[config.mk]
export PLATFORM = sky130hd
export DESIGN_NAME = tri_channel_wcode_enc
export DESIGN_NICKNAME = d
export VERILOG_FILES = /design/src/rtl/wcode_pkg.sv /design/src/rtl/wcode_digit_split.sv /design/src/rtl/wcode_subset_pick.sv /design/src/rtl/tri_channel_wcode_enc.sv
export SDC_FILE = /design/constraint.sdc
export NUM_CORES = 1
export LEC_CHECK = 0
export ABC_AREA = 1
export BUFFER_PORTS_ARGS = -buffer_cell sky130_fd_sc_hd__buf_4
export CAP_MARGIN = 20
export CORE_ASPECT_RATIO = 0.75
export CORE_MARGIN = 3
export CORE_UTILIZATION = 46
export DETAILED_ROUTE_END_ITERATION = 6
export PLACE_DENSITY = 0.78
export SKIP_LAST_GASP = 1
export SYNTH_ARGS = -nofsm -noshare
export SYNTH_HDL_FRONTEND = slang
export SYNTH_SLANG_ARGS = --single-unit
[constraint.sdc]
create_clock -name clk -period 2.2 [get_ports clk]
set_input_delay 0.44 -clock clk [delete_from_list [all_inputs] [get_ports clk]]
set_output_delay 0.44 -clock clk [all_outputs]
set_load 0.05 [all_outputs]
[src/rtl/wcode_pkg.sv]
package wcode_pkg;
  localparam int WIRES     = 4;
  localparam int CHANNELS  = 3;
  localparam int SUBSETS   = 3;
  localparam int TRIT_W    = $clog2(SUBSETS);
  localparam int SEL_BITS  = CHANNELS;
  localparam int VAL_BITS  = 3;
  localparam int DATA_W    = VAL_BITS + SEL_BITS;
  localparam int CODE_W    = WIRES * CHANNELS;

  typedef logic [TRIT_W-1:0] trit_t;
  typedef logic [WIRES-1:0]  cw_t;
endpackage

[src/rtl/wcode_digit_split.sv]
module wcode_digit_split
  import wcode_pkg::*;
(
  input  logic [VAL_BITS-1:0] value,
  output trit_t               dig_hi,
  output trit_t               dig_lo,
  output trit_t               dig_chk
);
  logic [TRIT_W:0] sum;

  always_comb begin
    dig_hi = TRIT_W'(value / VAL_BITS'(SUBSETS));
    dig_lo = TRIT_W'(value % VAL_BITS'(SUBSETS));
    sum    = {1'b0, dig_hi} + {1'b0, dig_lo};
    if (sum >= (TRIT_W+1)'(SUBSETS)) dig_chk = TRIT_W'(sum - (TRIT_W+1)'(SUBSETS));
    else                             dig_chk = TRIT_W'(sum);
  end

  // the two digits rebuild the binary value
  always_comb begin
    p_digits_r3: assert (int'(dig_hi) * SUBSETS + int'(dig_lo) == int'(value));
  end
endmodule

[src/rtl/wcode_subset_pick.sv]
module wcode_subset_pick
  import wcode_pkg::*;
(
  input  trit_t subset,
  input  logic  member,
  output cw_t   word
);
  cw_t base;

  always_comb begin
    unique case (subset)
      TRIT_W'(0): base = 4'b0011;
      TRIT_W'(1): base = 4'b0101;
      TRIT_W'(2): base = 4'b0110;
      default:    base = 4'b0011;
    endcase
    word = member ? ~base : base;
  end

  // each picked word is weight two
  always_comb begin
    p_weight_r1: assert ($countones(word) == 2);
  end
endmodule

[src/rtl/tri_channel_wcode_enc.sv]
module tri_channel_wcode_enc
  import wcode_pkg::*;
(
  input  logic               clk,
  input  logic               rst,
  input  logic               in_valid,
  output logic               in_ready,
  input  logic [DATA_W-1:0]  in_data,
  output logic               out_valid,
  input  logic               out_ready,
  output logic [CODE_W-1:0]  out_code
);
  trit_t  subs [CHANNELS];
  logic [CODE_W-1:0] code_next;

  wcode_digit_split u_split (
    .value   (in_data[DATA_W-1 -: VAL_BITS]),
    .dig_hi  (subs[2]),
    .dig_lo  (subs[1]),
    .dig_chk (subs[0])
  );

  for (genvar ch = 0; ch < CHANNELS; ch++) begin : g_chan
    wcode_subset_pick u_pick (
      .subset (subs[ch]),
      .member (in_data[ch]),
      .word   (code_next[ch*WIRES +: WIRES])
    );
  end

  assign in_ready = !out_valid || out_ready;

  always_ff @(posedge clk) begin
    if (rst) begin
      out_valid <= 1'b0;
      out_code  <= '0;
    end else if (in_valid && in_ready) begin
      out_valid <= 1'b1;
      out_code  <= code_next;
    end else if (out_ready) begin
      out_valid <= 1'b0;
    end
  end

  p_accept_r6: assert property (@(posedge clk) disable iff (rst)
    in_valid && in_ready |=> out_valid);
  p_hold_r8: assert property (@(posedge clk) disable iff (rst)
    out_valid && !out_ready |=> out_valid && $stable(out_code));
  p_stall_r7: assert property (@(posedge clk) disable iff (rst)
    out_valid && !out_ready |-> !in_ready);
  p_weight_out_r1: assert property (@(posedge clk) disable iff (rst)
    out_valid |-> ($countones(out_code[11:8]) == 2 && $countones(out_code[7:4]) == 2
                   && $countones(out_code[3:0]) == 2));
  p_no_pair22_r11: assert property (@(posedge clk) disable iff (rst)
    out_valid |-> !((out_code[11:8] == 4'b0110 || out_code[11:8] == 4'b1001) &&
                    (out_code[7:4] == 4'b0110 || out_code[7:4] == 4'b1001)));
endmodule

-- Word level (Yosys, flattened, before mapping)
Cells that the tools add are included.
- add/sub/neg operators: 2
- div/mod/pow operators: 2
- $lt $le $gt $ge: 1
- equality and inequality tests: 6
- mux-type cells: 9
- bitwise gates (word level): 3
- reduce and logical (&&, ||, !) cells: 4
- operators by type and width (kind ; number):
    $pmux 3 s2 ; 3
    $mux 4 ; 3
    $not 3->4 ; 3
    $eq 2x1->1 const B ; 3
    $eq 2x2->1 const B ; 3
    $add 2x2->3 ; 1
    $div 3x2->3 const B ; 1
    $ge 3x2->1 const B ; 1
    $mod 3x2->3 const B ; 1
    $mux 1 ; 2
    $mux 2 ; 1
    $reduce_bool 2->1 ; 1
    $sub 2x2->2 const B ; 1
    $logic_and 1x1->1 ; 1
    $logic_not 1->1 ; 1
    $logic_or 1x1->1 ; 1
- register bits after elaboration: 13
- input bits: 10
- output and inout port bits: 14
- logic and storage cells: 29

-- Logic depth before layout (Yosys ltp)
Gate-level depths: netlist of the first run.
- word-level depth: 8
- gate-level depth with buffers: 15
- mapped depth without buffers: 15

-- Hierarchy
From an unflattened synthesis of the first run, not the netlist that was laid out.
- cell total of the unflattened synthesis: 172
- area, all modules: 1128.6 µm²
- modules (own cells, without submodules) (module ; instances ; cells each ; area an instance (µm²)):
    tri_channel_wcode_enc ; 1 ; 84 ; 651.9
    wcode_subset_pick ; 3 ; 18 ; 88.8
    wcode_digit_split ; 1 ; 34 ; 210.2

-- Least setup slack after synthesis of the first run
OpenSTA, ideal clock, no wires.
- path kind: in2reg
- from: input port in_data[3]
- to: register out_code[2]
- arrival time: 2130 ps
- data required time: 2087 ps
- slack: -42 ps
- cell stages on the path: 15
- cells stage by stage: buf_4 nand2_1 o21ai_0 ha_1 ha_1 nor2_1 nand2_1 inv_2 nand2_2 nand2_1 nand2_1 ha_1 xnor2_1 nor2_1 nor2_1
- word-level cells in the longest chain between the ends: 8
- elaborated cells on any way between the ends: 11
- those cells by class: add/sub (2); div (2); order compare (1); eq/ne (2); mux (3); bitwise (1)
- ends and longest elaborated chain (element ; line ; RTL):
    start: declaration ; tri_channel_wcode_enc.sv:8 ; input logic [DATA_W-1:0] in_data,
    $div 3x2->3 or $mod 3x2->3 (tied branches) ; wcode_digit_split.sv:12, wcode_digit_split.sv:13 ;
    $add 2x2->3 * ; wcode_digit_split.sv:14 ; sum = {1'b0, dig_hi} + {1'b0, dig_lo};
    $ge 3x2->1 or $sub 2x2->2 (tied branches) ; wcode_digit_split.sv:15 ; if (sum >= (TRIT_W+1)'(SUBSETS)) dig_chk = TRIT_W'(sum - (TRIT_W+1)'(SUBSETS));
    $mux 2 * ; wcode_digit_split.sv:15 ;
    $eq 2x2->1 or $eq 2x1->1 (tied branches) ; wcode_subset_pick.sv:11 ; unique case (subset)
    $pmux 3 s2 * ; wcode_subset_pick.sv:11 ;
    $not 3->4 ; wcode_subset_pick.sv:17 ; word = member ? ~base : base;
    $mux 4 * ; wcode_subset_pick.sv:17 ;
    end signal: assignment ; tri_channel_wcode_enc.sv:39 ; out_code <= code_next;
    end: declaration ; tri_channel_wcode_enc.sv:11 ; output logic [CODE_W-1:0] out_code
Every way passes the cells marked *; elsewhere a longest branch is shown, timed or not.
A chain may end at the register's enable or synchronous reset.

-- Worst setup path in the final report of the first run
- from: input port in_data[4]
- to: register out_code[2]
The elaborated chain is that of the path after synthesis.

==> results of run 1 <==
## flip-flops by register name, summed over array words and instances, names as in the netlist
signal,flops
out_code,12
out_valid,1
## worst register-to-register path, stage by stage, from the launching register on
cell and delay, ns:
sky130_fd_sc_hd__dfxtp_1 0.38, sky130_fd_sc_hd__nand2_4 0.09, sky130_fd_sc_hd__nand2_2 0.29, sky130_fd_sc_hd__inv_2 0.08
sky130_fd_sc_hd__nor2_1 0.10, sky130_fd_sc_hd__nor2_1 0.05
## metrics by stage
step,setup slack (ns),power [mW]
floorplan,0.000235,0.513
global placement,-0.0733,0.587
detailed placement,-0.134,0.594
CTS,0.167,0.745
global route,0.00678,0.793
finish,0.162,0.738
## cells in the final DEF, fill, tap and decap left out, drive strengths merged
cell	instances
nand3b	2
ha	8
nor2	27
a21oi	1
buf	29
nand3	6
inv	21
xnor2	8
xor2	2
nand4	1
clkbuf	4
dfxtp	13
nand2	41
o21ai	2
## cells by family (layout without fill, tap and decap cells)
logic type      after synthesis  in the layout  share of synthesized area
compound gates                3              3                     0.0205
xor+xnor                     10             10                     0.0956
fa+ha+maj                     8              8                      0.109
buf+inv                      26             54                      0.124
flops                        13             13                      0.284
simple gates                 77             77                      0.366
## worst paths after layout
check / start / endpoint / slack [ns]
worst max-delay path: in_data[4] / out_code[2] / 0.16
worst min-delay path: rst / out_valid / 0.32
worst max register to register: out_valid / out_code[11] / 1.12
worst min register to register: out_code[11] / out_code[11] / 0.49
## power groups by stage
stage | sequential (mW) | combinational, mW | clock (mW)
after detailed placement | 0.276 | 0.318 | 0
after global placement | 0.275 | 0.312 | 0
after global routing | 0.272 | 0.358 | 0.163
after floorplan | 0.354 | 0.158 | 0
after CTS | 0.270 | 0.319 | 0.155
final | 0.270 | 0.321 | 0.147
## synthesized netlist by cell type, drive strengths merged
library cell | number | area (um^2)
o21ai | 2 | 13.8
xor2 | 2 | 17.5
inv | 21 | 78.8
nand3b | 2 | 15.0
ha | 8 | 100
a21oi | 1 | 5.00
nor2 | 27 | 101
buf | 4 | 31.3
nand3 | 6 | 30.0
dfxtp | 13 | 260
nand4 | 1 | 12.5
clkbuf | 1 | 3.75
xnor2 | 8 | 70.1
nand2 | 41 | 176
## routing by layer
metal / part of all wire / global-route usage
met1: 0.48 / 0.190
met2: 0.47 / 0.257
met3: 0.051 / 0.0554
met4: 0.0074 / 0.0417
met5: 0 / 0
## cell type report
class                           count  area (um^2)  area share
Inverter                           21         78.8      0.0681
Multi-Input combinational cell     98          547       0.472
Clock buffer                        4         26.3      0.0227
Tap cell                           22         27.5      0.0238
Sequential cell                    13          260       0.225
Timing Repair Buffer               29          218       0.188
## what timing repair did
action,4_1_cts,5_1_grt
resized for setup,0,1
endpoints found under the hold margin,0,0
buffers inserted,0,1
endpoints found under the setup margin,0,1
==> metrics.json, run 1 <==
{
  "arrival_ns": 2.21,
  "count_of_standard_cell_rows": 13,
  "initial_core_util": 0.507,
  "synth.avg_cell_area_um2": 6.69,
  "cts_hold_buffers": 0,
  "worstPathBufferInverterCount": 3,
  "fp.dieH_um": 44.6,
  "timing.slew.headroom": 0.743,
  "drt-initial-drc-count": 22,
  "worst_ir_drop_vdd_mv": 0.449,
  "fin_util": 0.641,
  "timing.fmax_mhz": 491,
  "internal_power_mw": 0.452,
  "grt_antenna_before_repair": 0,
  "critical_path.cell_chain": "buf_4, inv_2, nand2_2, nor2_1, ha_1, ha_2, nor2_2, nand2_1, inv_2, nand2_2, nand2_1, nand2_1, ha_1, xnor2_1, nor2_1, nor2_1",
  "grt_first_pass_wirelength_um": 3070,
  "clock-skew-final_ns": 0.00321,
  "synth-seq-cells": 13,
  "hold_viol": 0,
  "maximum_number_of_pins_on_one_net_before_global_route_repair": 21,
  "cts_tree": "yes",
  "setup-tns-final_ns": 0,
  "ios": 24,
  "floorplan.die_area_um2": 2570,
  "worstSetupEndpointType": "flip-flop",
  "cts-buffers-inserted": 3,
  "final_cell_count_no_fill": 187,
  "area_delta_synth_final_pct": 26.4,
  "critical_path_depth": 16,
  "slowest_delay_ns": 0.30,
  "power.combinational.fraction": 0.435,
  "detailedPlacementHpwl_um": 1370,
  "ant_nets": 0,
  "gr-total-overflow": 0,
  "route.detailed.drc": 0,
  "synth.cell_area_um2": 916,
  "power.sequential.fraction": 0.366,
  "power_density_of_the_placed_cells_nw_per_um2": 638,
  "hold_depth": 2,
  "gr-usage-all-layers": 0.154,
  "final_count_of_pins_violating_max_slew": 0,
  "grt_pass1_vias": 753,
  "die_w_um": 57.5,
  "firstDrtPassIters": 4,
  "crit_path_max_fanout": 5,
  "max-cap-violations": 0,
  "routed-via-count": 829,
  "routedWlPerCell_um": 9.35,
  "clk_latency_ns": 0.27,
  "switching_share": 0.388,
  "p_leak_nw": 0.649,
  "cp_top_family": "adder cells",
  "worst-slew-pin-transition_ns": 0.386,
  "worstSetupStartpointType": "primary input",
  "wirelength_um": 1750,
  "synth.net_count": 155,
  "port_buffers": 23,
  "r2r_cells": 5,
  "cts_sinks": 13,
  "fillers": 171,
  "min_path_type": "in -> reg",
  "antenna-diode-count": 0,
  "core_area_um2": 1810,
  "synth-warning-count": 0,
  "final_count_of_negative_setup_slack_endpoints": 0,
  "netlist_instances": 137,
  "viasPerCell": 4.43,
  "clkSlewWorstSetupHoldPaths_ns": 0.08,
  "critical_path.slowest_cell": "sky130_fd_sc_hd__ha_1",
  "synthDistinctLibCells": 20,
  "detailed_place.area_um2": 1120,
  "drive_gt1_frac": 0.279,
  "run_status": "finished, final reports clean",
  "cts-root-buf": "sky130_fd_sc_hd__clkbuf_4",
  "switchingPower_mw": 0.286,
  "design.final.nets": 184,
  "post-route-period-util": 0.926,
  "timing.setup.critical_path_class": "in -> reg",
  "power.share.clock": 0.199,
  "place.gp.congestion": 0.713,
  "hold_ws_ns": 0.317,
  "cts_max_level": 1,
  "final_area_um2": 1160,
  "synth-seq-area-share": 0.284,
  "placedCellCount": 182,
  "required_ns": 2.37,
  "maximum_buffer_depth_of_the_clock_tree": 2,
  "rsz_0062_raised_after_global_routing": "no",
  "fin_crit_ns": 2.04
}
No activity file was read; power rests on OpenSTA's default activity.
==> run 2, diff against run 1 <==
--- a/config.mk
+++ b/config.mk
@@ -5,14 +5,12 @@
 export SDC_FILE = /design/constraint.sdc
 export NUM_CORES = 1
 export LEC_CHECK = 0
-export ABC_AREA = 1
 export BUFFER_PORTS_ARGS = -buffer_cell sky130_fd_sc_hd__buf_4
-export CAP_MARGIN = 20
 export CORE_ASPECT_RATIO = 0.75
 export CORE_MARGIN = 3
-export CORE_UTILIZATION = 46
+export CORE_UTILIZATION = 45
 export DETAILED_ROUTE_END_ITERATION = 6
-export PLACE_DENSITY = 0.78
+export PLACE_DENSITY = 0.77
 export SKIP_LAST_GASP = 1
 export SYNTH_ARGS = -nofsm -noshare
 export SYNTH_HDL_FRONTEND = slang
==> metrics.json, run 2 <==
{
  "netlist_instances": {"value": 100, "change": "-27%"},
  "cts-buffers-inserted": {"value": 3, "change": "unchanged"},
  "design.final.nets": {"value": 144, "change": "-22%"},
  "worstSetupEndpointType": "flip-flop",
  "cts-root-buf": "sky130_fd_sc_hd__clkbuf_4",
  "synth.net_count": {"value": 118, "change": "-24%"},
  "gr-total-overflow": {"value": 0, "change": "unchanged"},
  "drive_gt1_frac": {"value": 0.368, "change": "+0.0892"},
  "cts_max_level": {"value": 1, "change": "unchanged"},
  "required": {"value": 2.41, "unit": "ns", "change": "+0.04 ns"},
  "placedCellCount": {"value": 143, "change": "-21%"},
  "crit_path_max_fanout": {"value": 4, "change": "-1"},
  "grt_first_pass_wirelength": {"value": 3290, "unit": "um", "change": "+7.2%"},
  "final_cell_count_no_fill": {"value": 147, "change": "-21%"},
  "detailed_place.area": {"value": 1100, "unit": "um^2", "change": "-1.7%"},
  "largest-register": "out_code",
  "fin_crit": {"value": 2.12, "unit": "ns", "change": "+0.0788 ns"},
  "p_leak": {"value": 0.492, "unit": "nW", "change": "-24%"},
  "arrival": {"value": 2.33, "unit": "ns", "change": "+0.12 ns"},
  "post-route-period-util": {"value": 0.962, "change": "+0.0358"},
  "final_area": {"value": 1130, "unit": "um^2", "change": "-1.9%"},
  "fin_util": {"value": 0.640, "change": "-0.000941"},
  "layout.cells.most_common_list": "sky130_fd_sc_hd__buf_4 (29), sky130_fd_sc_hd__a21oi_1 (15), sky130_fd_sc_hd__dfxtp_1 (13)",
  "timing.fmax": {"value": 473, "unit": "MHz", "change": "-3.7%"},
  "routed-via-count": {"value": 797, "change": "-3.9%"},
  "synth-warning-count": {"value": 0, "change": "unchanged"},
  "fp.dieH": {"value": 44.0, "unit": "um", "change": "-1.5%"},
  "routedWlPerCell": {"value": 12.9, "unit": "um", "change": "+37%"},
  "number_of_synthesized_flops_with_an_enable_pin": {"value": 0, "change": "unchanged"},
  "firstDrtPassIters": {"value": 4, "change": "unchanged"},
  "place.gp.congestion": {"value": 0.802, "change": "+12%"},
  "fillers": {"value": 147, "change": "-14%"},
  "timing.slew.headroom": {"value": 0.802, "change": "+0.0591"},
  "clock-skew-final": {"value": 0.00655, "unit": "ns", "change": "+0.00335 ns"},
  "synth_top_cells_by_area": "sky130_fd_sc_hd__dfxtp_1 (30%), sky130_fd_sc_hd__ha_1 (12%), sky130_fd_sc_hd__a21oi_1 (9.2%)",
  "ios": {"value": 24, "change": "unchanged"},
  "power_density_of_the_placed_cells": {"value": 630, "unit": "nW/um^2", "change": "-1.3%"},
  "yosysTopAreaCell": "sky130_fd_sc_hd__dfxtp_1",
  "core_area": {"value": 1770, "unit": "um^2", "change": "-1.8%"},
  "final_count_of_pins_violating_max_slew": {"value": 0, "change": "unchanged"},
  "synth-seq-cells": {"value": 13, "change": "unchanged"},
  "switching_share": {"value": 0.365, "change": "-0.0228"},
  "regToRegSetupSlack": {"value": 0.99, "unit": "ns", "change": "-0.13 ns"},
  "rsz_0062_raised_after_global_routing": "no",
  "maximum_buffer_depth_of_the_clock_tree": {"value": 2, "change": "unchanged"},
  "power.sequential.fraction": {"value": 0.372, "change": "+0.006"},
  "post-synth-top-area-fraction": {"value": 0.301, "change": "+0.0164"},
  "postCtsSetupBuffers": {"value": 0, "change": "unchanged"},
  "synthDistinctLibCells": {"value": 31, "change": "+55%"},
  "ant_nets": {"value": 0, "change": "unchanged"},
  "wirelength": {"value": 1890, "unit": "um", "change": "+8.1%"},
  "floorplan.die_area": {"value": 2490, "unit": "um^2", "change": "-3.0%"},
  "area_delta_synth_final_pct": 31.1,
  "cts_tree": "yes",
  "worst-slew-pin-transition": {"value": 0.297, "unit": "ns", "change": "-0.0889 ns"},
  "r2r_cells": {"value": 4, "change": "-1"},
  "route.detailed.drc": {"value": 0, "change": "unchanged"},
  "internal_power": {"value": 0.454, "unit": "mW", "change": "+0.43%"},
  "max-cap-violations": {"value": 0, "change": "unchanged"},
  "timing.setup.critical_path_class": "in -> reg",
  "final_count_of_negative_setup_slack_endpoints": {"value": 0, "change": "unchanged"},
  "run_status": "finished, final reports clean",
  "hold_depth": {"value": 2, "change": "unchanged"},
  "min_path_type": "in -> reg",
  "maximum_number_of_pins_on_one_net_before_global_route_repair": {"value": 15, "change": "-29%"},
  "layout_commonest_cell": "sky130_fd_sc_hd__buf_4",
  "reg_top3": "out_code x12, out_valid x1",
  "worstSetupStartpointType": "primary input",
  "detailedPlacementHpwl": {"value": 1440, "unit": "um", "change": "+5.4%"},
  "antenna-diode-count": {"value": 0, "change": "unchanged"},
  "yosys-top-cells-count": "sky130_fd_sc_hd__a21oi_1 (16), sky130_fd_sc_hd__dfxtp_1 (13), sky130_fd_sc_hd__nand3_1 (11)",
  "most_common_cell_in_the_netlist": "sky130_fd_sc_hd__a21oi_1",
  "worst_ir_drop_vdd": {"value": 0.488, "unit": "mV", "change": "+8.6%"},
  "drt-initial-drc-count": {"value": 12, "change": "-45%"},
  "synth.avg_cell_area": {"value": 8.66, "unit": "um^2", "change": "+30%"},
  "die_w": {"value": 56.7, "unit": "um", "change": "-1.5%"},
  "synth-seq-area-share": {"value": 0.301, "change": "+0.0164"},
  "power.combinational.fraction": {"value": 0.423, "change": "-0.012"},
  "hold_viol": {"value": 0, "change": "unchanged"},
  "power.total": {"value": 0.715, "unit": "mW", "change": "-3.2%"},
  "port_buffers": {"value": 23, "change": "unchanged"},
  "grt_antenna_before_repair": {"value": 0, "change": "unchanged"},
  "switchingPower": {"value": 0.261, "unit": "mW", "change": "-8.9%"},
  "ys_dominant_reg_cell": "sky130_fd_sc_hd__dfxtp_1",
  "largest_register_ffs": {"value": 12, "change": "unchanged"},
  "count_of_standard_cell_rows": {"value": 13, "change": "unchanged"},
  "synth.cell_area": {"value": 866, "unit": "um^2", "change": "-5.5%"},
  "grt_pass1_vias": {"value": 766, "change": "+1.7%"},
  "cts_sinks": {"value": 13, "change": "unchanged"},
  "clkSlewWorstSetupHoldPaths": {"value": 0.07, "unit": "ns", "change": "about the same"},
  "gr-usage-all-layers": {"value": 0.171, "change": "+0.0169"},
  "power.share.clock": {"value": 0.206, "change": "+0.007"},
  "clk_latency": {"value": 0.28, "unit": "ns", "change": "about the same"},
  "viasPerCell": {"value": 5.42, "change": "+22%"},
  "share_of_async_settable_or_async_resettable_flops_after_synthesis": {"value": 0, "change": "unchanged"},
  "initial_core_util": {"value": 0.488, "change": "-0.0189"}
}
[run 2: changes by cell type in the layout (fill, tap and decap cells not counted), moves of 5 or more]
cell / before / now
sky130_fd_sc_hd__nand2_1: 36 / 1
sky130_fd_sc_hd__nor2_1: 26 / 0
sky130_fd_sc_hd__inv_1: 16 / 0
sky130_fd_sc_hd__a21oi_1: 1 / 15
sky130_fd_sc_hd__o21ai_0: 0 / 6
sky130_fd_sc_hd__nand3_1: 6 / 11
sky130_fd_sc_hd__o21ai_1: 1 / 6
[run 2: repair_timing]
| item | CTS | global route |
|---|---|---|
| gates resized for setup | 0 | 2 |
| hold buffers | 0 | 0 |
| setup endpoints to repair | 0 | 1 |
[run 2: worst paths after layout]
| path | startpoint | endpoint |
|---|---|---|
| hold reg to reg | out_code[1] | out_code[1] |
| hold / removal | rst | out_code[0] |
| setup / recovery | in_data[3] | out_code[0] |
| setup reg to reg | out_valid | out_code[8] |
[run 2: metrics by stage]
step                setup TNS (ns)  worst slack (ns)  hold WS [ns]
finish                           0            0.0836         0.418
global route                     0          0.000926         0.421
CTS                              0            0.0637         0.415
detailed placement          -0.560            -0.219         0.468
global placement            -0.378            -0.171         0.461
floorplan                   -0.124           -0.0775         0.509
[run 2: per-layer routing]
metal | part of all wire | up-vias | global-route usage
li1 | - | 403 | -
met4 | 0.016 | 0 | 0.0569
met5 | 0 | - | 0
met2 | 0.49 | 30 | 0.290
met3 | 0.063 | 4 | 0.0655
met1 | 0.43 | 360 | 0.201
[run 2: area by class of cell]
class                   count  area [um^2]  area share
well taps                  22         27.5      0.0243
multi-input cells          77          596       0.525
inverters                   2         7.51     0.00662
clock buffers               4         26.3      0.0232
flip-flops and latches     13          260       0.229
repair buffers             29          218       0.192
[run 2: power groups by stage]
stage | clock network, mW | logic, mW | registers [mW]
floorplan | 0 | 0.155 | 0.340
global placement | 0 | 0.295 | 0.270
detailed placement | 0 | 0.301 | 0.271
CTS | 0.149 | 0.302 | 0.266
global route | 0.167 | 0.328 | 0.268
finish | 0.147 | 0.302 | 0.266
[run 2: critical path, cell delays in order]
cell and delay (ns):
sky130_fd_sc_hd__buf_4 0.13, sky130_fd_sc_hd__mux2_4 0.31, sky130_fd_sc_hd__ha_4 0.23, sky130_fd_sc_hd__ha_4 0.16, sky130_fd_sc_hd__nor2_2 0.10, sky130_fd_sc_hd__nand2_2 0.09, sky130_fd_sc_hd__mux2_4 0.32, sky130_fd_sc_hd__ha_4 0.15
sky130_fd_sc_hd__xnor2_1 0.16, sky130_fd_sc_hd__nand3_1 0.11, sky130_fd_sc_hd__a21oi_2 0.12
[run 2: logic make-up after synthesis]
family	Yosys count	synth area share
AO/OA/AOI/OAI	32	0.199
XOR/XNOR	10	0.110
adder cells (fa/ha/maj)	8	0.116
buffers and inverters	10	0.0694
flip-flops	13	0.301
multiplexers	3	0.0419
AND/OR/NAND/NOR	24	0.163
